$ cat config.mk
export PLATFORM = sky130hd
export DESIGN_NAME = ntm_mult_top
export DESIGN_NICKNAME = d
export VERILOG_FILES = /design/src/rtl/ntm_pkg.sv /design/src/rtl/ntm_array_mul.sv /design/src/rtl/ntm_replica.sv /design/src/rtl/ntm_decide.sv /design/src/rtl/ntm_mult_top.sv
export SDC_FILE = /design/constraint.sdc
export NUM_CORES = 1
export LEC_CHECK = 0
export BUFFER_PORTS_ARGS = -buffer_cell sky130_fd_sc_hd__buf_2
export CELL_PAD_IN_SITES_DETAIL_PLACEMENT = 0
export CELL_PAD_IN_SITES_GLOBAL_PLACEMENT = 2
export CORE_MARGIN = 2
export CORE_UTILIZATION = 42
export DETAILED_ROUTE_END_ITERATION = 16
export PLACE_DENSITY = 0.89
export SYNTH_ARGS = -nofsm -noshare
export SYNTH_HDL_FRONTEND = slang
export SYNTH_SLANG_ARGS = --single-unit
$ cat constraint.sdc
create_clock -name clk -period 13 [get_ports clk]
set_input_delay 0.65 -clock clk [delete_from_list [all_inputs] [get_ports clk]]
set_output_delay 0.65 -clock clk [all_outputs]
set_load 0.005 [all_outputs]
$ cat src/rtl/ntm_pkg.sv
package ntm_pkg;

  typedef enum logic {
    PICK_MAIN    = 1'b0,
    PICK_REPLICA = 1'b1
  } pick_e;

  // Worst gap between the full product and the upper-half product,
  // for operands of width w split into (w - w/2) upper and w/2 lower bits.
  function automatic longint trunc_err_bound(input int w);
    longint lo_w;
    longint hi_max;
    longint lo_max;
    lo_w   = longint'(w / 2);
    hi_max = (longint'(1) << (w - w / 2)) - 1;
    lo_max = (longint'(1) << lo_w) - 1;
    return 2 * hi_max * lo_max * (longint'(1) << lo_w) + lo_max * lo_max;
  endfunction

endpackage

$ cat src/rtl/ntm_array_mul.sv
module ntm_array_mul #(
  parameter int W = 12
) (
  input  logic [W-1:0]   a,
  input  logic [W-1:0]   b,
  output logic [2*W-1:0] p
);
  localparam int PW = 2 * W;

  logic [PW-1:0] acc [0:W];

  assign acc[0] = '0;

  // One partial-product row per multiplier bit, accumulated row by row.
  for (genvar i = 0; i < W; i++) begin : g_row
    logic [PW-1:0] row;
    assign row        = b[i] ? ({{W{1'b0}}, a} << i) : '0;
    assign acc[i + 1] = acc[i] + row;
  end

  assign p = acc[W];

endmodule

$ cat src/rtl/ntm_replica.sv
module ntm_replica #(
  parameter int OP_W = 12
) (
  input  logic [OP_W-1:0]   a,
  input  logic [OP_W-1:0]   b,
  output logic [2*OP_W-1:0] yr
);
  localparam int LO_W  = OP_W / 2;
  localparam int REP_W = OP_W - LO_W;
  localparam int SHIFT = 2 * LO_W;

  logic [2*REP_W-1:0] short_prod;

  ntm_array_mul #(.W(REP_W)) u_short (
    .a (a[OP_W-1:LO_W]),
    .b (b[OP_W-1:LO_W]),
    .p (short_prod)
  );

  // Restore the weight of the dropped lower halves.
  assign yr = {short_prod, {SHIFT{1'b0}}};

endmodule

$ cat src/rtl/ntm_decide.sv
module ntm_decide #(
  parameter int PROD_W = 24
) (
  input  logic [PROD_W-1:0] ya,
  input  logic [PROD_W-1:0] yr,
  input  logic [PROD_W-1:0] th,
  output logic [PROD_W:0]   gap_mag,
  output ntm_pkg::pick_e    choice,
  output logic [PROD_W-1:0] pick
);
  logic signed [PROD_W:0] gap_s;
  logic                   beyond;

  always_comb begin
    gap_s   = $signed({1'b0, ya}) - $signed({1'b0, yr});
    gap_mag = gap_s[PROD_W] ? $unsigned(-gap_s) : $unsigned(gap_s);
    beyond  = gap_mag > {1'b0, th};
    choice  = beyond ? ntm_pkg::PICK_REPLICA : ntm_pkg::PICK_MAIN;
    pick    = (choice == ntm_pkg::PICK_REPLICA) ? yr : ya;
  end

endmodule

$ cat src/rtl/ntm_mult_top.sv
module ntm_mult_top #(
  parameter int OP_W = 12
) (
  input  logic                clk,
  input  logic                rst_n,
  input  logic                in_valid,
  input  logic [OP_W-1:0]     op_a,
  input  logic [OP_W-1:0]     op_b,
  input  logic [2*OP_W-1:0]   thresh,
  input  logic                fault_en,
  input  logic [2*OP_W-1:0]   fault_mask,
  output logic                out_valid,
  output logic [2*OP_W-1:0]   product,
  output logic                sel_replica
);
  localparam int PROD_W = 2 * OP_W;
  localparam int LOW_W  = 2 * (OP_W / 2);
  localparam logic [PROD_W-1:0] TRUNC_BOUND =
    PROD_W'(ntm_pkg::trunc_err_bound(OP_W));

  // Input stage
  logic              s_valid;
  logic [OP_W-1:0]   s_a;
  logic [OP_W-1:0]   s_b;
  logic [PROD_W-1:0] s_th;
  logic              s_inj;
  logic [PROD_W-1:0] s_mask;

  always_ff @(posedge clk or negedge rst_n) begin
    if (!rst_n) begin
      s_valid <= 1'b0;
      s_a     <= '0;
      s_b     <= '0;
      s_th    <= '0;
      s_inj   <= 1'b0;
      s_mask  <= '0;
    end else begin
      s_valid <= in_valid;
      if (in_valid) begin
        s_a    <= op_a;
        s_b    <= op_b;
        s_th   <= thresh;
        s_inj  <= fault_en;
        s_mask <= fault_mask;
      end
    end
  end

  // Main path with fault emulation
  logic [PROD_W-1:0] ya_clean;
  logic [PROD_W-1:0] fault_term;
  logic [PROD_W-1:0] ya;

  ntm_array_mul #(.W(OP_W)) u_main (
    .a (s_a),
    .b (s_b),
    .p (ya_clean)
  );

  assign fault_term = s_inj ? s_mask : '0;
  assign ya         = ya_clean ^ fault_term;

  // Replica path
  logic [PROD_W-1:0] yr;

  ntm_replica #(.OP_W(OP_W)) u_rep (
    .a  (s_a),
    .b  (s_b),
    .yr (yr)
  );

  // Decision
  logic [PROD_W:0]   gap_mag;
  ntm_pkg::pick_e    choice;
  logic [PROD_W-1:0] pick;

  ntm_decide #(.PROD_W(PROD_W)) u_dec (
    .ya      (ya),
    .yr      (yr),
    .th      (s_th),
    .gap_mag (gap_mag),
    .choice  (choice),
    .pick    (pick)
  );

  // Output stage
  always_ff @(posedge clk or negedge rst_n) begin
    if (!rst_n) begin
      out_valid   <= 1'b0;
      product     <= '0;
      sel_replica <= 1'b0;
    end else begin
      out_valid <= s_valid;
      if (s_valid) begin
        product     <= pick;
        sel_replica <= (choice == ntm_pkg::PICK_REPLICA);
      end
    end
  end

  // Assertions
  AST_TWO_EDGE_LATENCY: assert property (@(posedge clk) disable iff (!rst_n)
    in_valid |-> ##2 out_valid);

  AST_IDLE_HOLD: assert property (@(posedge clk) disable iff (!rst_n)
    !out_valid |-> ($stable(product) && $stable(sel_replica)));

  AST_CLEAN_KEEPS_MAIN: assert property (@(posedge clk) disable iff (!rst_n)
    (s_valid && !s_inj && (s_th >= TRUNC_BOUND)) |=> !sel_replica);

  AST_EMPTY_MASK_KEEPS_MAIN: assert property (@(posedge clk) disable iff (!rst_n)
    (s_valid && s_inj && (s_mask == '0) && (s_th >= TRUNC_BOUND)) |=> !sel_replica);

  AST_REPLICA_LOW_ZERO: assert property (@(posedge clk) disable iff (!rst_n)
    (out_valid && sel_replica) |-> (product[LOW_W-1:0] == '0));

endmodule

==> results of run 1 <==
==> cells by family after synthesis <==
kind of cell | count (synthesis)
fa+ha+maj | 227
flops | 100
buf+inv | 211
xor+xnor | 83
mux | 56
simple gates | 358
compound gates | 203
==> final cells by class <==
type | count | area, µm²
Timing Repair Buffer | 107 | 555.5
Sequential cell | 100 | 2502
Fill cell | 2646 | 14290
Clock inverter | 7 | 91.34
Multi-Input combinational cell | 927 | 8185
Inverter | 160 | 600.6
Clock buffer | 9 | 225.2
Tap cell | 341 | 426.7
==> flip-flops by register name, summed over array words and instances, names as in the netlist <==
name / flops
s_mask: 24
s_a: 12
out_valid: 1
product: 24
s_inj: 1
s_valid: 1
s_b: 12
sel_replica: 1
s_th: 24
==> worst paths after layout <==
kind / start / endpoint / cells after the start
worst max-delay path: s_b[11] / product[10] / 39
worst min-delay path: rst_n / product[22] / 1
worst max register to register: s_b[11] / product[10] / 39
worst min register to register: s_mask[21] / s_mask[21] / 1
max in group asynchronous: rst_n / s_b[3] / 2
min in group clk: thresh[19] / s_th[19] / 3
==> synthesized netlist by cell type, types with 3 or more instances <==
master	count
sky130_fd_sc_hd__clkbuf_1	43
sky130_fd_sc_hd__o21ai_0	52
sky130_fd_sc_hd__o21a_1	10
sky130_fd_sc_hd__nand4_1	6
sky130_fd_sc_hd__fa_1	114
sky130_fd_sc_hd__o211ai_1	6
sky130_fd_sc_hd__nor2_1	38
sky130_fd_sc_hd__buf_2	3
sky130_fd_sc_hd__nor3_1	10
sky130_fd_sc_hd__nand2b_1	6
sky130_fd_sc_hd__o22ai_1	21
sky130_fd_sc_hd__and2_1	74
sky130_fd_sc_hd__nand2_1	158
sky130_fd_sc_hd__o21ai_1	3
sky130_fd_sc_hd__xnor2_1	49
sky130_fd_sc_hd__buf_1	5
sky130_fd_sc_hd__or3_1	5
sky130_fd_sc_hd__o21bai_1	7
sky130_fd_sc_hd__xor2_1	31
sky130_fd_sc_hd__and3_1	8
sky130_fd_sc_hd__mux2_2	53
sky130_fd_sc_hd__nor2b_1	11
sky130_fd_sc_hd__nand3_1	17
sky130_fd_sc_hd__and3b_1	3
sky130_fd_sc_hd__a21oi_1	47
sky130_fd_sc_hd__o311ai_0	6
sky130_fd_sc_hd__inv_1	160
sky130_fd_sc_hd__mux2i_1	3
sky130_fd_sc_hd__a211oi_1	4
sky130_fd_sc_hd__a31oi_1	5
sky130_fd_sc_hd__ha_1	113
sky130_fd_sc_hd__dfrtp_1	100
sky130_fd_sc_hd__a21o_1	16
sky130_fd_sc_hd__nand3b_1	4
==> layer usage <==
metal | up-vias | share of wire (%)
met5 | - | 0
met3 | 39 | 3.4
li1 | 4220 | -
met2 | 201 | 50
met4 | 0 | 2.5
met1 | 4292 | 44
==> worst max-delay path: cells and delay by family (launching register included) <==
kind / cells / cell delay [ns]
DFF: 1 / 0.62
adders and majority gates: 8 / 3.74
buffers and inverters: 7 / 0.70
and+or+nand+nor: 6 / 1.91
xor gates and xnor gates: 2 / 0.48
AOI/OAI and AO/OA: 16 / 3.17
==> through the flow <==
| step | hold WS (ns) | instances | worst slack, ns | util (%) |
|---|---|---|---|---|
| floorplan | 0.3544 | 1238 | 4.029 | - |
| global placement | 0.4933 | 1635 | 2.570 | 45.66 |
| detailed placement | 0.5027 | 1635 | 2.436 | 45.66 |
| CTS | 0.3068 | 1651 | 2.406 | 46.83 |
| global route | 0.3148 | 1651 | 1.643 | 46.83 |
| finish | 0.2836 | 1651 | 2.260 | 46.83 |
==> tab_implementation.tex, run 1 <==
\begin{tabular}{lr}
\hline
Metric & Value \\
\hline
\multicolumn{2}{l}{\textbf{Outcome}} \\
\quad Result of the run & finished clean \\
\multicolumn{2}{l}{\textbf{Die}} \\
\quad Core ar. & 26880 µm² \\
\quad Die boundary width & 169.4 µm \\
\quad I/O pin count & 102 \\
\quad Area of the die & 28680 µm² \\
\quad Cell row count & 60 \\
\quad Initial core utilization & 42.73\% \\
\quad Y dimension of the die & 169.4 µm \\
\multicolumn{2}{l}{\textbf{Setup path}} \\
\quad CP endpoint kind & flip-flop \\
\quad Worst EP required & 13.28 ns \\
\quad Slack of the worst reg-to-reg path & 2.26 ns \\
\quad Worst Path Max Fanout & 25 \\
\quad Type of the worst setup path & reg2reg \\
\quad Crit path largest cell delay & 0.62 ns \\
\quad CP most frequent cell & sky130\_fd\_sc\_hd\_\_inv\_1 \\
\quad Cell at the slowest stage of the critical path & sky130\_fd\_sc\_hd\_\_dfrtp\_1 \\
\quad Arrival time at the worst endpoint & 11.02 ns \\
\quad Category of the worst setup path launch point & flip-flop \\
\multicolumn{2}{l}{\textbf{Layout}} \\
\quad Fraction of final layout cells sized beyond drive strength 1 & 14.58\% \\
\quad Most common library cell in the layout ignoring fill and taps & sky130\_fd\_sc\_hd\_\_inv\_1 \\
\quad Final-stage net count & 1608 \\
\quad Inserted Diodes & 0 \\
\quad Top library cells by usage in the layout, fill and taps aside & sky130\_fd\_sc\_hd\_\_inv\_1 (160), sky130\_fd\_sc\_hd\_\_nand2\_1 (158), sky130\_fd\_sc\_hd\_\_fa\_1 (114), sky130\_fd\_sc\_hd\_\_ha\_1 (113), sky130\_fd\_sc\_hd\_\_dfrtp\_1 (100) \\
\quad Final std cell area, no fill & 12590 µm² \\
\quad Area growth syn-to-layout & 9.610\% \\
\multicolumn{2}{l}{\textbf{Clock tree}} \\
\quad Clock tree from TritonCTS & yes \\
\quad Resized cells post-CTS & 0 \\
\quad Clock insertion delay at the later pin of the skew report & 0.37 ns \\
\quad Count of hold-fix buffers inserted at cts & 0 \\
\quad Maximum clock insertion buffer count & 2 \\
\quad Number of levels in the clock H-tree & 3 \\
\quad Buffers inserted during post-CTS setup optimization & 0 \\
\quad Clk sink count & 100 \\
\quad Clock Root Buffer & sky130\_fd\_sc\_hd\_\_clkbuf\_16 \\
\quad Number of buffers added by the clock tree synthesis step & 9 \\
\quad Clock transition time at the flip-flop clock pins of the worst setup and hold paths & 0.09 ns \\
\multicolumn{2}{l}{\textbf{Global routing}} \\
\quad First-pass GRT wire length & 47380 µm \\
\quad Number of global-route vias before repair & 9080 \\
\quad Number of antenna violations at the first check in global routing & 0 \\
\quad Met2 global-route usage & 36.06\% \\
\quad Total overflow reported by the global router & 0 \\
\quad Met3 Use GR & 2.752\% \\
\quad Pin count of the biggest net entering global routing & 60 \\
\quad Peak-usage layer in the global routing report & met2 \\
\quad Global Route met1 Usage & 27.68\% \\
\quad GRT Total Usage & 21.04\% \\
\multicolumn{2}{l}{\textbf{STA}} \\
\quad Final setup violating endpoints & 0 \\
\quad Number of hold violations in the final report & 0 \\
\quad Worst clock skew on the final layout & 0.01470 ns \\
\quad Setup repair after global routing missed its margin & no \\
\quad Fin crit period & 10.74 ns \\
\quad Final period utilization & 82.62\% \\
\quad Post-route setup TNS & 0 ns \\
\quad Slew @ Worst Pin & 0.8813 ns \\
\quad Count of pins over their slew limit & 0 \\
\quad Max transition margin & 40.85\% \\
\quad FMAX & 93.11 MHz \\
\multicolumn{2}{l}{\textbf{Logic synthesis}} \\
\quad Synthesized-area fraction occupied by xor and xnor cells & 6.712\% \\
\quad Yosys cell types & 70 \\
\quad Top-area cell type share of the netlist area & 21.79\% \\
\quad EDFF count, synth & 0 \\
\quad Combinational family with the most area after synthesis & adder cells \\
\quad Cells taking the most area after synthesis & sky130\_fd\_sc\_hd\_\_dfrtp\_1 (22\%), sky130\_fd\_sc\_hd\_\_fa\_1 (20\%), sky130\_fd\_sc\_hd\_\_ha\_1 (12\%), sky130\_fd\_sc\_hd\_\_inv\_1 (5.2\%), sky130\_fd\_sc\_hd\_\_mux2\_2 (5.2\%) \\
\quad Sequential fraction of the synthesis area & 21.79\% \\
\quad Mean area per synthesized cell & 9.276 µm² \\
\quad Dominant register cell in the synthesized netlist & sky130\_fd\_sc\_hd\_\_dfrtp\_1 \\
\quad Count of warnings emitted by yosys & 0 \\
\quad Ys async rst share & 100.0\% \\
\quad Largest area contributor in the netlist & sky130\_fd\_sc\_hd\_\_dfrtp\_1 \\
\quad Total standard cell area after synthesis & 11480 µm² \\
\quad Synth Net Count & 1541 \\
\quad Total of flip-flops plus latches after synthesis & 100 \\
\quad Number of instances in the synthesized netlist & 1238 \\
\quad Compound-cell area share of the yosys netlist & 11.34\% \\
\quad Post-synthesis share of cell area spent on and, or, nand and nor gates & 15.58\% \\
\quad Multiplexer share of the synthesized area & 5.459\% \\
\quad Adder-cell share of the synthesized area & 32.19\% \\
\multicolumn{2}{l}{\textbf{Place}} \\
\quad Count of buffers inserted at the top-level ports & 101 \\
\quad Area after DPL & 12270 µm² \\
\quad Routability Congestion & 0.8463 \\
\quad HPWL reported at the end of detailed placement & 23090 µm \\
\multicolumn{2}{l}{\textbf{Run}} \\
\quad Maxcap violations & 0 \\
\multicolumn{2}{l}{\textbf{Routing}} \\
\quad Detailed-route via count & 8752 \\
\quad Post-route antenna net violation count & 0 \\
\quad DRT Pass-1 Iters & 5 \\
\quad Final Routed Wirelength & 28850 µm \\
\quad Residual DRC count & 0 \\
\quad Via-per-instance ratio & 5.301 \\
\quad Average wire length per cell after detail routing & 17.47 µm \\
\quad Count of routing violations after the opening detailed-route iteration & 420 \\
\multicolumn{2}{l}{\textbf{Min path}} \\
\quad Worst Hold Class & in2async \\
\hline
\end{tabular}
Power of run 1 is left out: the tool's default activity adds up to more than one toggle a clock period on the data nets, which glitch-free logic cannot reach.
==> inputs of run 2 (changes only) <==
--- a/config.mk
+++ b/config.mk
@@ -9,9 +9,9 @@
 export CELL_PAD_IN_SITES_DETAIL_PLACEMENT = 0
 export CELL_PAD_IN_SITES_GLOBAL_PLACEMENT = 2
 export CORE_MARGIN = 2
-export CORE_UTILIZATION = 42
+export CORE_UTILIZATION = 39
 export DETAILED_ROUTE_END_ITERATION = 16
-export PLACE_DENSITY = 0.89
+export PLACE_DENSITY = 0.83
 export SYNTH_ARGS = -nofsm -noshare
 export SYNTH_HDL_FRONTEND = slang
 export SYNTH_SLANG_ARGS = --single-unit
==> constraint.sdc (replaced) <==
create_clock -name clk -period 11.2 [get_ports clk]
set_input_delay 0.56 -clock clk [delete_from_list [all_inputs] [get_ports clk]]
set_output_delay 0.56 -clock clk [all_outputs]
set_load 0.005 [all_outputs]
==> run 2 against run 1 <==
  * Setup slack worse by 1.2 ns
  * Via count down 0.25%
  * Worst hold slack worse by 0.045 ns
  * Sequential cell count unchanged
  * Register-to-register slack worse by 1.2 ns
  * Critical path depth down 1
  * Die area up 7.5%
  * Core utilization down 3.0 points
  * Clock skew down 0.00092 ns
  * Cell area up 0.48%
  * Cell count up 2.8%
==> tab_implementation.tex, run 2 (same netlist as run 1, synthesis figures left out) <==
\begin{tabular}{lr}
\hline
Metric & Value \\
\hline
\multicolumn{2}{l}{\textbf{Routing}} \\
\quad Count of routing violations after the opening detailed-route iteration & 430 \\
\quad DRT Pass-1 Iters & 5 \\
\quad Average wire length per cell after detail routing & 17.57 µm \\
\quad Post-route antenna net violation count & 0 \\
\quad Residual DRC count & 0 \\
\quad Via-per-instance ratio & 5.144 \\
\quad Detailed-route via count & 8730 \\
\quad Final Routed Wirelength & 29820 µm \\
\multicolumn{2}{l}{\textbf{Die}} \\
\quad I/O pin count & 102 \\
\quad Die boundary width & 175.6 µm \\
\quad Area of the die & 30830 µm² \\
\quad Initial core utilization & 39.79\% \\
\quad Cell row count & 62 \\
\quad Core ar. & 28860 µm² \\
\quad Y dimension of the die & 175.6 µm \\
\multicolumn{2}{l}{\textbf{Global routing}} \\
\quad Pin count of the biggest net entering global routing & 53 \\
\quad Number of antenna violations at the first check in global routing & 0 \\
\quad First-pass GRT wire length & 48780 µm \\
\quad GRT Total Usage & 20.35\% \\
\quad Total overflow reported by the global router & 0 \\
\quad Number of global-route vias before repair & 9016 \\
\multicolumn{2}{l}{\textbf{Outcome}} \\
\quad Result of the run & finished clean \\
\multicolumn{2}{l}{\textbf{Clock tree}} \\
\quad Buffers inserted during post-CTS setup optimization & 0 \\
\quad Count of hold-fix buffers inserted at cts & 0 \\
\quad Clk sink count & 100 \\
\quad Clock insertion delay at the later pin of the skew report & 0.38 ns \\
\quad Clock tree from TritonCTS & yes \\
\quad Maximum clock insertion buffer count & 2 \\
\quad Clock transition time at the flip-flop clock pins of the worst setup and hold paths & 0.09 ns \\
\quad Clock Root Buffer & sky130\_fd\_sc\_hd\_\_clkbuf\_16 \\
\quad Number of buffers added by the clock tree synthesis step & 9 \\
\quad Resized cells post-CTS & 0 \\
\quad Number of levels in the clock H-tree & 3 \\
\multicolumn{2}{l}{\textbf{Layout}} \\
\quad Layout fillers & 2896 \\
\quad Inserted Diodes & 0 \\
\quad Top library cells by usage in the layout, fill and taps aside & sky130\_fd\_sc\_hd\_\_inv\_1 (160), sky130\_fd\_sc\_hd\_\_nand2\_1 (158), sky130\_fd\_sc\_hd\_\_fa\_1 (114), sky130\_fd\_sc\_hd\_\_ha\_1 (113), sky130\_fd\_sc\_hd\_\_dfrtp\_1 (100) \\
\quad Final-stage net count & 1611 \\
\quad Final std cell area, no fill & 12650 µm² \\
\quad Fraction of final layout cells sized beyond drive strength 1 & 14.78\% \\
\quad Area growth syn-to-layout & 10.13\% \\
\quad Most common library cell in the layout ignoring fill and taps & sky130\_fd\_sc\_hd\_\_inv\_1 \\
\quad Count of non-filler cells in the finished layout & 1697 \\
\quad Leading registers by flop count & product: 24 flops, s\_mask: 24 flops, s\_th: 24 flops \\
\multicolumn{2}{l}{\textbf{Setup path}} \\
\quad Category of the worst setup path launch point & flip-flop \\
\quad Type of the worst setup path & reg2reg \\
\quad Worst EP required & 11.47 ns \\
\quad Largest delay contributor family on the critical path & adder cells \\
\quad Cell at the slowest stage of the critical path & sky130\_fd\_sc\_hd\_\_fa\_1 \\
\quad Worst Path Max Fanout & 25 \\
\quad CP most frequent cell & sky130\_fd\_sc\_hd\_\_fa\_1 \\
\quad CP endpoint kind & flip-flop \\
\quad Arrival time at the worst endpoint & 10.37 ns \\
\quad Crit path buf inv count & 6 \\
\quad Crit path largest cell delay & 0.55 ns \\
\multicolumn{2}{l}{\textbf{STA}} \\
\quad Final period utilization & 90.15\% \\
\quad Count of pins over their slew limit & 0 \\
\quad Post-route setup TNS & 0 ns \\
\quad Final setup violating endpoints & 0 \\
\quad Fin crit period & 10.10 ns \\
\quad Slew @ Worst Pin & 0.9946 ns \\
\quad Max transition margin & 33.25\% \\
\quad Setup repair after global routing missed its margin & no \\
\quad Number of hold violations in the final report & 0 \\
\quad Worst clock skew on the final layout & 0.01378 ns \\
\quad FMAX & 99.04 MHz \\
\multicolumn{2}{l}{\textbf{Place}} \\
\quad Inst Count DP & 1681 \\
\quad Area after DPL & 12350 µm² \\
\quad Count of buffers inserted at the top-level ports & 101 \\
\quad HPWL reported at the end of detailed placement & 23730 µm \\
\quad Routability Congestion & 0.8231 \\
\multicolumn{2}{l}{\textbf{Run}} \\
\quad Maxcap violations & 0 \\
\multicolumn{2}{l}{\textbf{Min path}} \\
\quad Worst Hold Class & in2async \\
\hline
\end{tabular}
run 2: cell count changes in the layout (fill, tap and decap cells not counted):
cell / delta
sky130_fd_sc_hd__clkinvlp_4: +1
sky130_fd_sc_hd__inv_8: +3
sky130_fd_sc_hd__inv_6: -1
sky130_fd_sc_hd__clkinv_8: -3
sky130_fd_sc_hd__buf_4: +3
run 2: stage by stage:
step                      hold slack [ns]  util [%]  setup slack [ns]
final                              0.2384     43.83             1.103
after global routing               0.2864     43.83            0.3235
after CTS                          0.2609     43.83             1.159
after detailed placement           0.5016     42.79             1.184
after global placement             0.4940     42.79             1.239
after floorplan                    0.2644         -             2.229
run 2: layout make-up:
cell class | count | area, µm² | area share [%]
inverters | 160 | 600.6 | 4.749
clock buffers | 9 | 225.2 | 1.781
flip-flops and latches | 100 | 2502 | 19.79
multi-input cells | 927 | 8185 | 64.72
clock inverters | 7 | 75.07 | 0.5936
repair buffers | 110 | 578.1 | 4.571
well taps | 384 | 480.5 | 3.799
run 2: worst paths after layout:
kind,end,slack [ns],cells after the start,start
worst max-delay path,sel_replica,1.10,38,s_a[2]
worst min-delay path,s_th[20],0.24,1,rst_n
worst max register to register,sel_replica,1.10,38,s_a[2]
worst min register to register,s_mask[21],0.52,1,s_mask[21]
max in group asynchronous,s_a[11],9.80,2,rst_n
min in group clk,s_th[18],0.38,3,thresh[18]
run 2: routing by layer:
layer | wire [µm] | track usage, % | part of all wire (%)
met5 | 0 | 0 | 0
met2 | 14610 | 34.51 | 49
met4 | 382 | 4.201 | 1.3
met1 | 13860 | 28.13 | 46
met3 | 972 | 2.359 | 3.3
run 2: worst register-to-register path: cells and delay by family (launching register included):
family,cells,cell delay [ns]
mux,1,0.51
compound gates,15,3.33
simple gates,7,1.00
flops,1,0.54
fa+ha+maj,8,3.70
buf+inv,6,0.76
xor+xnor,1,0.17
Power of run 2 is left out for the same reason.
